## src/rtl/uart_byp_pkg.sv

```systemverilog
`timescale 1ns/1ps
package uart_byp_pkg;
  localparam int unsigned NIB_W = 4;
  // lane order inside the bypass nibble is fixed by the far device's wiring
  localparam int unsigned LN_TX  = 0;
  localparam int unsigned LN_RTS = 1;
  localparam int unsigned LN_CTS = 2;
  localparam int unsigned LN_RX  = 3;

  typedef enum logic {LANE_IN = 1'b0, LANE_OUT = 1'b1} lane_dir_e;
  typedef enum logic {MODE_NORM = 1'b0, MODE_BYP = 1'b1} byp_mode_e;

  function automatic lane_dir_e lane_dir(input int unsigned lane);
    return (lane == LN_TX || lane == LN_RTS) ? LANE_OUT : LANE_IN;
  endfunction
endpackage

```

## src/rtl/uart_byp_ctrl.sv

```systemverilog
`timescale 1ns/1ps
module uart_byp_ctrl
  import uart_byp_pkg::*;
(
  input  logic clk_i,
  input  logic rst_ni,
  input  logic req_i,
  input  logic idle_i,
  output logic live_o,
  output logic byp_o,
  output logic err_o
);
  byp_mode_e mode_q, mode_d;
  logic      live_q, err_q, err_d;

  always_comb begin
    mode_d = mode_q;
    err_d  = 1'b0;
    if (mode_q == MODE_NORM && req_i) begin
      if (idle_i) mode_d = MODE_BYP;
      else        err_d  = 1'b1;
    end
  end

  always_ff @(posedge clk_i or negedge rst_ni) begin
    if (!rst_ni) begin
      mode_q <= MODE_NORM;
      live_q <= 1'b0;
      err_q  <= 1'b0;
    end else begin
      mode_q <= mode_d;
      live_q <= 1'b1;
      err_q  <= err_d;
    end
  end

  assign live_o = live_q;
  assign byp_o  = (mode_q == MODE_BYP);
  assign err_o  = err_q;
endmodule

```

## src/rtl/uart_byp_lane.sv

```systemverilog
`timescale 1ns/1ps
module uart_byp_lane
  import uart_byp_pkg::*;
#(
  parameter bit        IN_NIB = 1'b0,
  parameter lane_dir_e DIR    = LANE_IN
) (
  input  logic live_i,
  input  logic byp_i,
  input  logic core_out_i,
  input  logic core_oe_i,
  input  logic byp_out_i,
  output logic out_o,
  output logic oe_o
);
  generate
    if (IN_NIB) begin : g_nib
      localparam logic BYP_OE = (DIR == LANE_OUT);
      assign out_o = byp_i ? (BYP_OE & byp_out_i) : core_out_i;
      assign oe_o  = live_i & (byp_i ? BYP_OE : core_oe_i);
    end else begin : g_plain
      logic unused_byp;
      assign unused_byp = byp_i ^ byp_out_i;
      assign out_o = core_out_i;
      assign oe_o  = live_i & core_oe_i;
    end
  endgenerate
endmodule

```

## src/rtl/uart_byp_host_mux.sv

```systemverilog
`timescale 1ns/1ps
module uart_byp_host_mux #(
  parameter logic CORE_IDLE = 1'b1
) (
  input  logic live_i,
  input  logic byp_i,
  input  logic core_txd_i,
  input  logic core_rts_i,
  input  logic far_rx_i,
  input  logic far_cts_i,
  input  logic uart_rxd_i,
  input  logic uart_cts_i,
  output logic uart_txd_o,
  output logic uart_txd_oe_o,
  output logic uart_rts_o,
  output logic uart_rts_oe_o,
  output logic core_rxd_o,
  output logic core_cts_o
);
  assign uart_txd_o    = byp_i ? far_rx_i  : core_txd_i;
  assign uart_rts_o    = byp_i ? far_cts_i : core_rts_i;
  assign uart_txd_oe_o = live_i;
  assign uart_rts_oe_o = live_i;
  assign core_rxd_o    = byp_i ? CORE_IDLE : uart_rxd_i;
  assign core_cts_o    = byp_i ? CORE_IDLE : uart_cts_i;
endmodule

```

## src/rtl/uart_bypass_switch.sv

```systemverilog
`timescale 1ns/1ps
module uart_bypass_switch
  import uart_byp_pkg::*;
#(
  parameter int unsigned GPIO_W    = 6,
  parameter int unsigned BYP_LSB   = 2,
  parameter logic        CORE_IDLE = 1'b1
) (
  input  logic              clk_i,
  input  logic              rst_ni,
  input  logic              bypass_req_i,
  input  logic              links_idle_i,
  output logic              bypass_err_o,
  output logic              sleep_req_o,
  input  logic              uart_rxd_i,
  input  logic              uart_cts_i,
  output logic              uart_txd_o,
  output logic              uart_txd_oe_o,
  output logic              uart_rts_o,
  output logic              uart_rts_oe_o,
  input  logic              core_txd_i,
  input  logic              core_rts_i,
  output logic              core_rxd_o,
  output logic              core_cts_o,
  input  logic [GPIO_W-1:0] core_gpio_out_i,
  input  logic [GPIO_W-1:0] core_gpio_oe_i,
  output logic [GPIO_W-1:0] core_gpio_in_o,
  input  logic [GPIO_W-1:0] gpio_i,
  output logic [GPIO_W-1:0] gpio_o,
  output logic [GPIO_W-1:0] gpio_oe_o
);
  localparam int unsigned BYP_MSB = BYP_LSB + NIB_W - 1;

  logic live, byp;
  logic [NIB_W-1:0] nib_drive;

  uart_byp_ctrl u_ctrl (
    .clk_i  (clk_i),
    .rst_ni (rst_ni),
    .req_i  (bypass_req_i),
    .idle_i (links_idle_i),
    .live_o (live),
    .byp_o  (byp),
    .err_o  (bypass_err_o)
  );

  assign sleep_req_o = byp;

  // host signals headed for the far device; input lanes drive nothing
  always_comb begin
    nib_drive         = '0;
    nib_drive[LN_TX]  = uart_rxd_i;
    nib_drive[LN_RTS] = uart_cts_i;
  end

  uart_byp_host_mux #(.CORE_IDLE(CORE_IDLE)) u_host (
    .live_i        (live),
    .byp_i         (byp),
    .core_txd_i    (core_txd_i),
    .core_rts_i    (core_rts_i),
    .far_rx_i      (gpio_i[BYP_LSB + LN_RX]),
    .far_cts_i     (gpio_i[BYP_LSB + LN_CTS]),
    .uart_rxd_i    (uart_rxd_i),
    .uart_cts_i    (uart_cts_i),
    .uart_txd_o    (uart_txd_o),
    .uart_txd_oe_o (uart_txd_oe_o),
    .uart_rts_o    (uart_rts_o),
    .uart_rts_oe_o (uart_rts_oe_o),
    .core_rxd_o    (core_rxd_o),
    .core_cts_o    (core_cts_o)
  );

  for (genvar i = 0; i < GPIO_W; i++) begin : g_pin
    localparam bit          IN_NIB = (i >= BYP_LSB) && (i <= BYP_MSB);
    localparam int unsigned LANE   = IN_NIB ? (i - BYP_LSB) : 0;
    uart_byp_lane #(
      .IN_NIB (IN_NIB),
      .DIR    (lane_dir(LANE))
    ) u_lane (
      .live_i     (live),
      .byp_i      (byp),
      .core_out_i (core_gpio_out_i[i]),
      .core_oe_i  (core_gpio_oe_i[i]),
      .byp_out_i  (nib_drive[LANE]),
      .out_o      (gpio_o[i]),
      .oe_o       (gpio_oe_o[i])
    );
  end

  assign core_gpio_in_o = gpio_i;
endmodule

```

## config.mk

```make
export PLATFORM = sky130hd
export DESIGN_NAME = uart_bypass_switch
export DESIGN_NICKNAME = d
export VERILOG_FILES = /design/src/rtl/uart_byp_pkg.sv /design/src/rtl/uart_byp_ctrl.sv /design/src/rtl/uart_byp_lane.sv /design/src/rtl/uart_byp_host_mux.sv /design/src/rtl/uart_bypass_switch.sv
export SDC_FILE = /design/constraint.sdc
export NUM_CORES = 1
export LEC_CHECK = 0
export ABC_AREA = 1
export BUFFER_PORTS_ARGS = -buffer_cell sky130_fd_sc_hd__buf_2
export CELL_PAD_IN_SITES_DETAIL_PLACEMENT = 0
export CELL_PAD_IN_SITES_GLOBAL_PLACEMENT = 1
export CORE_UTILIZATION = 15
export DETAILED_ROUTE_END_ITERATION = 6
export PLACE_DENSITY = 0.83
export SYNTH_ARGS = -nofsm -noshare
export SYNTH_HDL_FRONTEND = slang
export SYNTH_SLANG_ARGS = --single-unit
```

## constraint.sdc

```tcl
create_clock -name clk_i -period 0.9 [get_ports clk_i]
set_input_delay 0.09 -clock clk_i [delete_from_list [all_inputs] [get_ports clk_i]]
set_output_delay 0.09 -clock clk_i [all_outputs]
set_load 0.02 [all_outputs]
```

After elaboration in Yosys (flattened, before gate mapping)

Cells that the tools add are included.

Bits of input ports: 26
Latch bits: 0
Output and inout bits: 26
Word-level logic and storage cells: 26
Memories: 0
Bits in writable memories: 0
ROM bits: 0
Bits in registers: 3

$mul: 0
Equality and inequality tests: 0
Reduce and logical (&&, ||, !) cells: 2
$add $sub $neg: 0
Bitwise operators: 7
Multiplexer cells: 14
Divide/modulo/power cells: 0
Shift-type cells: 0
Magnitude comparators: 0

Operators with widths:

| kind              | count |
|---|---|
| $mux 1            | 14 |
| $and 1x1->1       | 6 |
| $reduce_and 2->1  | 1 |
| $logic_and 1x1->1 | 1 |
| $not 1->1         | 1 |

Depth between registers and ports, before layout

Gate-level depths: netlist of the first run.

Depth after elaboration: 3
Mapped depth: 4
Depth with buffers taken out: 3

Cells and area by module

A second synthesis of the first run with hierarchy kept.

Cells, all modules: 55
Area total of the unflattened synthesis: 320.3 um^2

Modules (own cells, without submodules):

| module                               | cells each | sequential area each (um^2) | times used | area each (um^2) |
|---|---|---|---|---|
| uart_byp_ctrl                        | 9          | 75.1                        | 1          | 100.1 |
| uart_byp_host_mux                    | 11         | 0.0                         | 1          | 53.8 |
| uart_byp_lane at g_pin[2].u_lane ... | 7          | 0.0                         | 2          | 26.3 |
| uart_bypass_switch                   | 7          | 0.0                         | 1          | 48.8 |
| uart_byp_lane at g_pin[4].u_lane ... | 4          | 0.0                         | 2          | 17.5 |
| uart_byp_lane at g_pin[0].u_lane ... | 3          | 0.0                         | 2          | 15.0 |

Least setup slack after synthesis of the first run

No wires, ideal clock.

Path kind: register to output
From: register u_ctrl.mode_q, in the netlist u_ctrl.byp_o
To: output port gpio_oe_o[4]
Required time: 0.810 ns
Arrival: 0.921 ns
Cell stages (with the launch flop): 5
Slack: -0.111 ns
Path buffers: 1
Cells stage by stage: dfrtp_1 > inv_1 > nand2_1 > nor2_1 > buf_4

Word-level cells in the longest chain between the ends: 2

Ends and longest elaborated chain:

| item                     | line                     | text |
|---|---|---|
| start: declaration       | uart_byp_ctrl.sv:13      | `byp_mode_e mode_q, mode_d;` |
| start signal: assignment | uart_byp_ctrl.sv:31      | `mode_q <= mode_d;` |
| $mux 1                   | uart_byp_lane.sv:20      | `assign oe_o = live_i & (byp_i ? BYP_OE : core_oe_i);` |
| $and 1x1->1              | uart_byp_lane.sv:20      |  |
| end: declaration         | uart_bypass_switch.sv:30 | `output logic [GPIO_W-1:0] gpio_oe_o` |

Every way passes these cells.

Worst setup path after layout of the first run

From: register u_ctrl.mode_q, in the netlist u_ctrl.byp_o
To: output port gpio_oe_o[3]

Same word-level chain as after synthesis.

==> qor.csv, run 1 <==
stage;metric;value;unit
timing;RSZ-0062 raised after global routing;true;
place;dpl cells;111;
setup_path;Worst Setup SP;u_ctrl.byp_o;
place;I/O Buffers;39;
clock_network;CTS Sinks;3;
layout;final non-filler cell total;118;
setup_path;Worst R2R Path Depth;4;
floorplanning;initial core utilization;16.39;%
floorplanning;row count;17;
setup_path;critical path class;register to output port;
global_routing;largest net degree at the start of global routing;9;
detailed_routing;DRT iter0 DRCs;4;
layout;Area Overhead vs Synth;76.08;%
logic_synthesis;sequential element share of the synthesized area;19.93;%
floorplanning;overall die height;52.11;um
logic_synthesis;FF+latch count, synth;3;
floorplanning;CORE AREA;2297;um2
timing;min cycle time layout;1.214;ns
global_routing;Most Crowded Layer GR;met2;
global_routing;GR Util met2;13.89;%
outcome;status;complete, but fails checks;
layout;Final Util;28.87;%
detailed_routing;routed vias/inst;3.559;
timing;fmax;824.0;MHz
detailed_routing;Post-Route WL;987;um
floorplanning;chip width;52.11;um
layout;Nets;117;
timing;Final Skew;0.00001453;ns
detailed_routing;ANT nets after route;0;
pwr;Total Power;545.0;uW
global_routing;initial antenna violation count;0;
detailed_routing;DR vias;420;
detailed_routing;first drt pass iteration count;3;
timing;setup ws final;-0.3136;ns
timing;Finish-stage setup viols;18;
timing;final slew viol count;0;
setup_path;CP Capture Type;output port;
logic_synthesis;Cell Area, Synth;376.6;um2
logic_synthesis;Synth warnings;0;
layout;final non-filler cell area;663.1;um2
setup_path;Startpoint Class;register;
min_path;WHS Path Cells;2;
global_routing;met1 usage;5.217;%
clock_network;Reg clk slew, reported paths;0.04;ns
layout;Multi-input gate area;162.7;um2
place;HPWL after DPL;803.6;um
place;Placed Area;481.7;um2
pwr;pwr dens;821.8;nW/um2
flow_run;maxcap violations;0;
global_routing;number of global-route vias before repair;359;
logic_synthesis;Unique masters post-synth;8;
outcome;failing checks;negative setup slack;
setup_path;register-to-register setup slack;-0.01;ns
clock_network;H-tree depth;1;
timing;hold_ws;0.02647;ns
floorplanning;Ports;52;
logic_synthesis;Syn Inst Count;61;
floorplanning;Die Area;2715;um2
pwr;LEAKAGE;0.0003840;uW
global_routing;Tot GR Track Use;7.095;%
global_routing;global route total overflow;0;
detailed_routing;wire per inst;8.364;um
timing;period utilization;134.8;%
place;Placer Congestion;0.6478;
layout;share of cells above drive strength 1;70.00;%
logic_synthesis;syn_area_per_cell;6.174;um2
setup_path;CP endpoint;gpio_oe_o[3];
layout;Filler cells;273;
clock_network;CTS root buffer;clkbuf_4;
setup_path;Worst Path Max Fanout;8;
setup_path;Data required, critical path;0.81;ns
setup_path;worst r2r src;u_ctrl.byp_o;
detailed_routing;drc violations;0;
clock_network;Bufs on Longest Clock Path;2;
layout;sequential cell area;77.57;um2
setup_path;Reg2Reg Capture Point;u_ctrl.err_o;
clock_network;clk_lat worst skew;0.23;ns
layout;antenna cells;0;
clock_network;CTS tree;built;
min_path;Hold Crit Class;primary input to register;
global_routing;global-route wire length before repair;1331;um
setup_path;WP data arrival;1.12;ns
logic_synthesis;Synth Net Count;87;
timing;Final Hold Fails;0;
clock_network;CTS Buf Count;3;
global_routing;global-route met3 utilization;3.509;%
pwr;VDD IR max;0.0005851;V
report_power, final:
part           total (uW)  switching, uW  internal (uW)
combinational         165           82.6           82.1
sequential            143           4.97            138
clock                 237           70.7            166
per-layer routing:
metal	share of wire (%)	vias up	wire, um
met2	58	25	576
li1	-	211	-
met1	30	184	297
met5	0	-	0
met4	0	0	0
met3	11	0	113
what timing repair did:
action | CTS | global route
gates resized for setup | 28 | 16
pin swaps | 4 | 5
endpoints found under the hold margin | 3 | 0
setup endpoints to repair | 18 | 18
buffers inserted | 2 | 0
hold buffers | 1 | 0
metrics by stage:
step / TNS (ns) / setup slack (ns)
6_report: -4.003 / -0.3136
5_1_grt: -4.846 / -0.3812
4_1_cts: -4.176 / -0.3326
3_5_place_dp: -0.6414 / -0.1109
3_3_place_gp: -0.3408 / -0.06731
2_1_floorplan: -0.2515 / -0.04308
worst min-delay path by stage:
stage	endpoint	from	slack, ns
after detailed placement	u_ctrl.err_o	rst_ni	-0.11
after global placement	u_ctrl.live_o	rst_ni	-0.12
after floorplan	u_ctrl.byp_o	rst_ni	-0.21
after CTS	u_ctrl.err_o	links_idle_i	0.01
after global routing	u_ctrl.err_o	links_idle_i	0.03
final	u_ctrl.err_o	links_idle_i	0.03
cell type report:
class | instances | share of cell area (%)
repair buffers | 45 | 49.62
multi-input cells | 30 | 24.53
flip-flops and latches | 3 | 11.70
well taps | 28 | 5.283
inverters | 8 | 4.906
clock buffers | 4 | 3.962
cell usage after synthesis, drive strengths merged:
master   n  share of area, %
nor2     9               9.0
or2      2               3.3
conb     1               1.0
buf     20                41
inv      8               8.0
nand2   18                18
dfrtp    3                20
cell families after synthesis:
logic type    share of synthesized area, %
simple gates                         30.23
other cells                         0.9957
flops                                19.93
buf+inv                              48.84
worst max-delay path, cell delays in order (launching register included):
cell and delay, ns:
dfrtp_2 0.47, buf_6 0.16, nor2_2 0.07, nor2_1 0.04, buf_4 0.15
flip-flops by register name (all words and copies together) (netlist names):
name,cells
u_ctrl.live_o,1
u_ctrl.byp_o,1
u_ctrl.err_o,1
placed cells by master (no fill, tap or decap), drive strengths merged:
master,count
buf,44
nand2,18
nor2,9
inv,8
clkbuf,4
dfrtp,3
or2,2
dlygate4sd3,1
conb,1
(Power assumes the default switching activity.)
==> run 2: changes to the inputs <==
--- a/constraint.sdc
+++ b/constraint.sdc
@@ -3,2 +3,2 @@
 set_output_delay 0.09 -clock clk_i [all_outputs]
-set_load 0.02 [all_outputs]
+set_load 0.005 [all_outputs]
==> run 2 against run 1 <==
Effect of this change: the run still ends with negative setup slack left; first-iteration DRC count grew 75%; sequential cell count is the same; wire length shrank 6.5%; register-to-register slack gained 0.05 ns; core utilization shrank 4.2 points; design area shrank 15%; non-clock buffer count grew 1; power shrank 11%; sequential power is essentially flat; sequential share of layout area grew 1.8 points; via count shrank 0.71%; critical path type unchanged; critical endpoint is now core_rxd_o; highest routed layer is now met4.
==> qor.csv, run 2 (synthesis gave the netlist of run 1 again) <==
stage;metric;value;unit;change
pwr;logic gate share of total power;21.1;%;was 30.2%
timing;fmax;820.1;MHz;was 824.0 MHz
clock_network;Reg clk slew, reported paths;0.04;ns;about the same
floorplanning;Die Area;2715;um2;unchanged
layout;Area Overhead vs Synth;50.50;%;was 76.08%
timing;hold_ws;0.02204;ns;was 0.02647 ns
setup_path;Startpoint Class;register;;unchanged
detailed_routing;first drt pass iteration count;4;;was 3
clock_network;CTS Buf Count;3;;unchanged
timing;Final Skew;0.00006581;ns;was 0.00001453 ns
setup_path;Data required, critical path;0.81;ns;about the same
timing;final slew viol count;0;;unchanged
pwr;Sw Ratio;23.87;%;was 29.04%
global_routing;global-route wire length before repair;1311;um;was 1331 um
setup_path;Bufs and invs on worst path;2;;unchanged
place;HPWL after DPL;760.4;um;was 803.6 um
clock_network;H-tree depth;1;;unchanged
pwr;P_sw;115.3;uW;was 158.2 uW
global_routing;largest net degree at the start of global routing;9;;unchanged
floorplanning;Ports;52;;unchanged
setup_path;critical path class;register to output port;;unchanged
layout;antenna cells;0;;unchanged
detailed_routing;Post-Route WL;923;um;was 987 um
clock_network;CTS tree;built;;unchanged
detailed_routing;drc violations;0;;unchanged
detailed_routing;routed vias/inst;3.504;;was 3.559
layout;Nets;118;;was 117
setup_path;slowest stage delay, CP;0.41;ns;was 0.47 ns
clock_network;CTS Sinks;3;;unchanged
floorplanning;overall die height;52.11;um;unchanged
global_routing;global route total overflow;0;;unchanged
pwr;VDD IR max;0.0004618;V;was 0.0005851 V
place;Placer Congestion;0.6754;;was 0.6478
timing;setup ws final;-0.3193;ns;was -0.3136 ns
timing;Final Hold Fails;0;;unchanged
timing;period utilization;135.5;%;was 134.8%
detailed_routing;ANT nets after route;0;;unchanged
pwr;share of total power in the clock network;49.2;%;was 43.5%
pwr;Total Power;483.3;uW;was 545.0 uW
outcome;status;complete, but fails checks;;unchanged
floorplanning;CORE AREA;2297;um2;unchanged
flow_run;maxcap violations;0;;unchanged
outcome;failing checks;negative setup slack;;unchanged
setup_path;family with the most delay on the worst path;flip-flops;;unchanged
detailed_routing;DR vias;417;;was 420
pwr;pwr dens;852.7;nW/um2;was 821.8 nW/um2
setup_path;CP max stage cell;dfrtp_1;;was dfrtp_2
global_routing;Tot GR Track Use;6.974;%;was 7.095%
clock_network;clk_lat worst skew;0.23;ns;about the same
floorplanning;row count;17;;unchanged
layout;Filler cells;273;;unchanged
clock_network;CTS root buffer;clkbuf_4;;unchanged
min_path;Hold Crit Class;primary input to register;;unchanged
layout;commonest non-fill, non-tap cells in the layout;buf_2, nand2_1, nor2_1;;was buf_2, nand2_1, buf_6
setup_path;WP data arrival;1.13;ns;was 1.12 ns
floorplanning;initial core utilization;16.39;%;unchanged
detailed_routing;wire per inst;7.756;um;was 8.364 um
setup_path;CP Cell Sequence;buf_6 > or2_1 > buf_2;;was buf_6 > nor2_2 > nor2_1 > buf_4
floorplanning;chip width;52.11;um;unchanged
detailed_routing;DRT iter0 DRCs;7;;was 4
clock_network;Bufs on Longest Clock Path;2;;unchanged
setup_path;Worst Path Max Fanout;8;;unchanged
place;I/O Buffers;39;;unchanged
pwr;Cell Int Power;368.0;uW;was 386.7 uW
layout;share of cells above drive strength 1;57.14;%;was 70.00%
setup_path;CP Capture Type;output port;;unchanged
timing;Finish-stage setup viols;16;;was 18
timing;min cycle time layout;1.219;ns;was 1.214 ns
layout;commonest non-fill, non-tap cell in the layout;buf_2;;unchanged
global_routing;number of global-route vias before repair;353;;was 359
global_routing;initial antenna violation count;0;;unchanged
timing;RSZ-0062 raised after global routing;true;;unchanged
pwr;LEAKAGE;0.0003618;uW;was 0.0003840 uW
pwr;Seq pwr share;29.7;%;was 26.3%
## run 2: worst paths after layout
| path | start | endpoint | slack (ns) | cells past startpoint |
|---|---|---|---|---|
| setup / recovery | u_ctrl.byp_o | core_rxd_o | -0.32 | 3 |
| hold / removal | links_idle_i | u_ctrl.err_o | 0.02 | 2 |
| setup reg to reg | u_ctrl.byp_o | u_ctrl.err_o | 0.04 | 4 |
| hold reg to reg | u_ctrl.byp_o | u_ctrl.byp_o | 0.74 | 3 |
| max in group asynchronous | rst_ni | u_ctrl.live_o | 0.60 | 2 |
| min in group asynchronous | rst_ni | u_ctrl.byp_o | 0.18 | 2 |
## run 2: area by class of cell
cell class | instances | area [um2] | area share (%)
timing repair buffer | 46 | 276.5 | 48.79
inverter | 8 | 30.03 | 5.298
tap | 28 | 35.03 | 6.181
multi-input combinational | 30 | 122.6 | 21.63
clock buffer | 4 | 26.28 | 4.636
sequential | 3 | 76.32 | 13.47
## run 2: repair_timing
| item | in CTS | in global routing |
|---|---|---|
| pin swaps | 5 | 6 |
| setup buffers | 3 | 1 |
| endpoints found under the setup margin | 17 | 18 |
| hold endpoints to repair | 3 | 0 |
| resized for setup | 6 | 3 |
| hold buffers | 1 | 0 |
## run 2: routing by layer
layer | wire, um | part of all wire (%) | vias up | GRT usage (%)
li1 | - | - | 215 | -
met1 | 324 | 35 | 174 | 5.391
met2 | 474 | 51 | 24 | 13.25
met3 | 92 | 10 | 4 | 2.924
met4 | 31 | 3.4 | 0 | 5.405
met5 | 0 | 0 | - | 0
## run 2: worst reg2reg max path, delay by kind of cell, from the launching register on
| kind | cells | cell delay (ns) |
|---|---|---|
| buffers and inverters | 2 | 0.26 |
| AND/OR/NAND/NOR | 2 | 0.12 |
| flip-flops | 1 | 0.41 |
## run 2: power by group through the flow
| stage | sequential (uW) | clock [uW] | combinational, uW |
|---|---|---|---|
| floorplan | 143 | 0 | 73.8 |
| global placement | 143 | 0 | 91.9 |
| detailed placement | 143 | 0 | 93.9 |
| CTS | 143 | 249 | 97.5 |
| global route | 144 | 268 | 116 |
| finish | 143 | 238 | 102 |
## run 2: stage by stage
stage          setup TNS, ns  cell area [um2]  setup slack (ns)  util (%)  cells
2_1_floorplan              0            376.6           0.01467         -     61
3_3_place_gp         -0.3598            475.5          -0.08145     20.70    111
3_5_place_dp         -0.5862            475.5           -0.1022     20.70    111
4_1_cts               -3.271            544.3           -0.3217     23.69    118
5_1_grt               -4.161            566.8           -0.3672     24.67    119
6_report              -3.164            566.8           -0.3193     24.67    119
==> run 3: changes to the inputs <==
Settings changed: CORE_UTILIZATION 15 to 18, PLACE_DENSITY 0.83 to 0.92.
Clock period 0.9 ns to 1.5 ns, I/O delays scaled along.
==> run 3 against run 2 <==
Effect of this change: the run now ends clean; critical path depth grew 1; final cell count shrank 5.0%; wire length is 5.0% lower; non-clock buffer count is 5 lower; global-route usage increased by 0.64 points; largest cell class unchanged; first-iteration DRC count shrank 57%; combinational power shrank 43%; die area shrank 16%; worst hold slack improved by 0.061 ns; clock-buffer cell count did not move; critical path type unchanged.
==> qor.csv, run 3 (synthesis gave the netlist of run 1 again) <==
stage;metric;value;unit;change
floorplanning;Die Area;2279;um2;was 2715 um2
floorplanning;initial core utilization;19.20;%;was 16.39%
floorplanning;overall die height;47.74;um;was 52.11 um
floorplanning;CORE AREA;1962;um2;was 2297 um2
global_routing;largest net degree at the start of global routing;9;;unchanged
clock_network;post-CTS resize count;0;;was 6
global_routing;number of global-route vias before repair;305;;was 353
detailed_routing;DR vias;385;;was 417
min_path;Hold Crit Class;primary input to register;;unchanged
clock_network;cts hold-fix bufs;1;;unchanged
pwr;VDD IR max;0.0002464;V;was 0.0004618 V
detailed_routing;first drt pass iteration count;2;;was 4
detailed_routing;wire per inst;7.761;um;was 7.756 um
layout;Filler cells;238;;was 273
pwr;pwr dens;572.8;nW/um2;was 852.7 nW/um2
place;pre-CTS WS;0.3758;ns;was -0.1022 ns
setup_path;WP data arrival;1.18;ns;was 1.13 ns
global_routing;met1 usage;6.067;%;was 5.391%
place;HPWL after DPL;762.9;um;was 760.4 um
place;I/O Buffers;39;;unchanged
global_routing;global-route wire length before repair;1124;um;was 1311 um
detailed_routing;drc violations;0;;unchanged
timing;period utilization;88.97;%;
layout;Nets;113;;was 118
timing;fmax;749.3;MHz;
outcome;status;finished clean;;was complete, but fails checks
setup_path;CP max stage cell;dfrtp_1;;unchanged
setup_path;Data required, critical path;1.35;ns;was 0.81 ns
clock_network;CTS Sinks;3;;unchanged
timing;setup ws final;0.1654;ns;was -0.3193 ns
layout;Final Util;25.26;%;was 24.67%
clock_network;Bufs on Longest Clock Path;2;;unchanged
global_routing;global route total overflow;0;;unchanged
clock_network;CTS root buffer;clkbuf_4;;unchanged
timing;min cycle time layout;1.335;ns;
detailed_routing;routed vias/inst;3.407;;was 3.504
global_routing;initial antenna violation count;0;;unchanged
timing;Final Skew;0.002245;ns;was 0.00006581 ns
clock_network;total setup buffers inserted after CTS;0;;was 3
floorplanning;chip width;47.74;um;was 52.11 um
clock_network;clk_lat worst skew;0.23;ns;about the same
setup_path;Worst Path Max Fanout;8;;unchanged
clock_network;CTS Buf Count;3;;unchanged
timing;Finish-stage setup viols;0;;was 16
global_routing;global-route met3 utilization;2.264;%;was 2.924%
flow_run;maxcap violations;0;;unchanged
detailed_routing;ANT nets after route;0;;unchanged
timing;setup TNS;0;ns;was -3.164 ns
layout;antenna cells;0;;unchanged
timing;Final Hold Fails;0;;unchanged
clock_network;H-tree depth;1;;unchanged
global_routing;Most Crowded Layer GR;met2;;unchanged
layout;share of cells above drive strength 1;50.00;%;was 57.14%
pwr;Total Power;283.8;uW;was 483.3 uW
clock_network;CTS tree;built;;unchanged
setup_path;family with the most delay on the worst path;flip-flops;;unchanged
timing;final slew viol count;0;;unchanged
pwr;LEAKAGE;0.0003296;uW;was 0.0003618 uW
floorplanning;row count;16;;was 17
setup_path;critical path class;register to output port;;unchanged
place;Placer Congestion;0.6025;;was 0.6754
setup_path;CP Capture Type;output port;;unchanged
global_routing;Tot GR Track Use;7.615;%;was 6.974%
setup_path;Startpoint Class;register;;unchanged
timing;RSZ-0062 raised after global routing;false;;was true
detailed_routing;Post-Route WL;877;um;was 923 um
layout;commonest non-fill, non-tap cells in the layout;buf_2, nand2_1, nor2_1;;unchanged
setup_path;slowest stage delay, CP;0.45;ns;was 0.41 ns
setup_path;Bufs and invs on worst path;2;;unchanged
clock_network;Reg clk slew, reported paths;0.04;ns;about the same
global_routing;GR Util met2;14.59;%;was 13.25%
floorplanning;Ports;52;;unchanged
layout;Area Overhead vs Synth;31.56;%;was 50.50%
setup_path;CP Cell Sequence;inv_1 > nand2_1 > nor2_1 > buf_2;;was buf_6 > or2_1 > buf_2
layout;commonest non-fill, non-tap cell in the layout;buf_2;;unchanged
detailed_routing;DRT iter0 DRCs;3;;was 7
==> run 3: final timing paths <==
| path | start | endpoint | slack [ns] | depth (start not counted) |
|---|---|---|---|---|
| setup / recovery | u_ctrl.byp_o | gpio_oe_o[5] | 0.17 | 4 |
| hold / removal | links_idle_i | u_ctrl.err_o | 0.08 | 2 |
| setup reg to reg | u_ctrl.byp_o | u_ctrl.err_o | 0.61 | 3 |
| hold reg to reg | u_ctrl.byp_o | u_ctrl.byp_o | 0.76 | 2 |
| max in group asynchronous | rst_ni | u_ctrl.err_o | 1.15 | 2 |
| min in group asynchronous | rst_ni | u_ctrl.live_o | 0.24 | 2 |
==> run 3: area by class of cell <==
type | instances | area, um2 | share of cell area (%)
clock buffer | 4 | 26.28 | 5.303
inverter | 8 | 30.03 | 6.061
multi-input combinational | 30 | 117.6 | 23.74
sequential | 3 | 75.07 | 15.15
tap | 27 | 33.78 | 6.818
timing repair buffer | 41 | 212.7 | 42.93
==> run 3: power breakdown <==
part           total [uW]  internal [uW]  leakage (uW)  switching (uW)
Clock                 141           99.7     0.0000150            41.1
Combinational        58.2           34.9      0.000280            23.3
Sequential           84.8           82.8     0.0000344            1.99
==> run 3: metrics by stage <==
step                instance area (um2)  hold WS [ns]  std cells
floorplan                         376.6       -0.1456         61
global placement                  459.2      -0.05471        108
detailed placement                459.2      -0.05035        108
CTS                               495.5       0.07458        113
global route                      495.5       0.07942        113
finish                            495.5       0.08272        113
==> run 3: per-layer routing <==
layer / routed length (um) / up-vias
met5: 0 / -
li1: - / 202
met2: 499 / 26
met3: 80 / 0
met1: 297 / 157
met4: 0 / 0
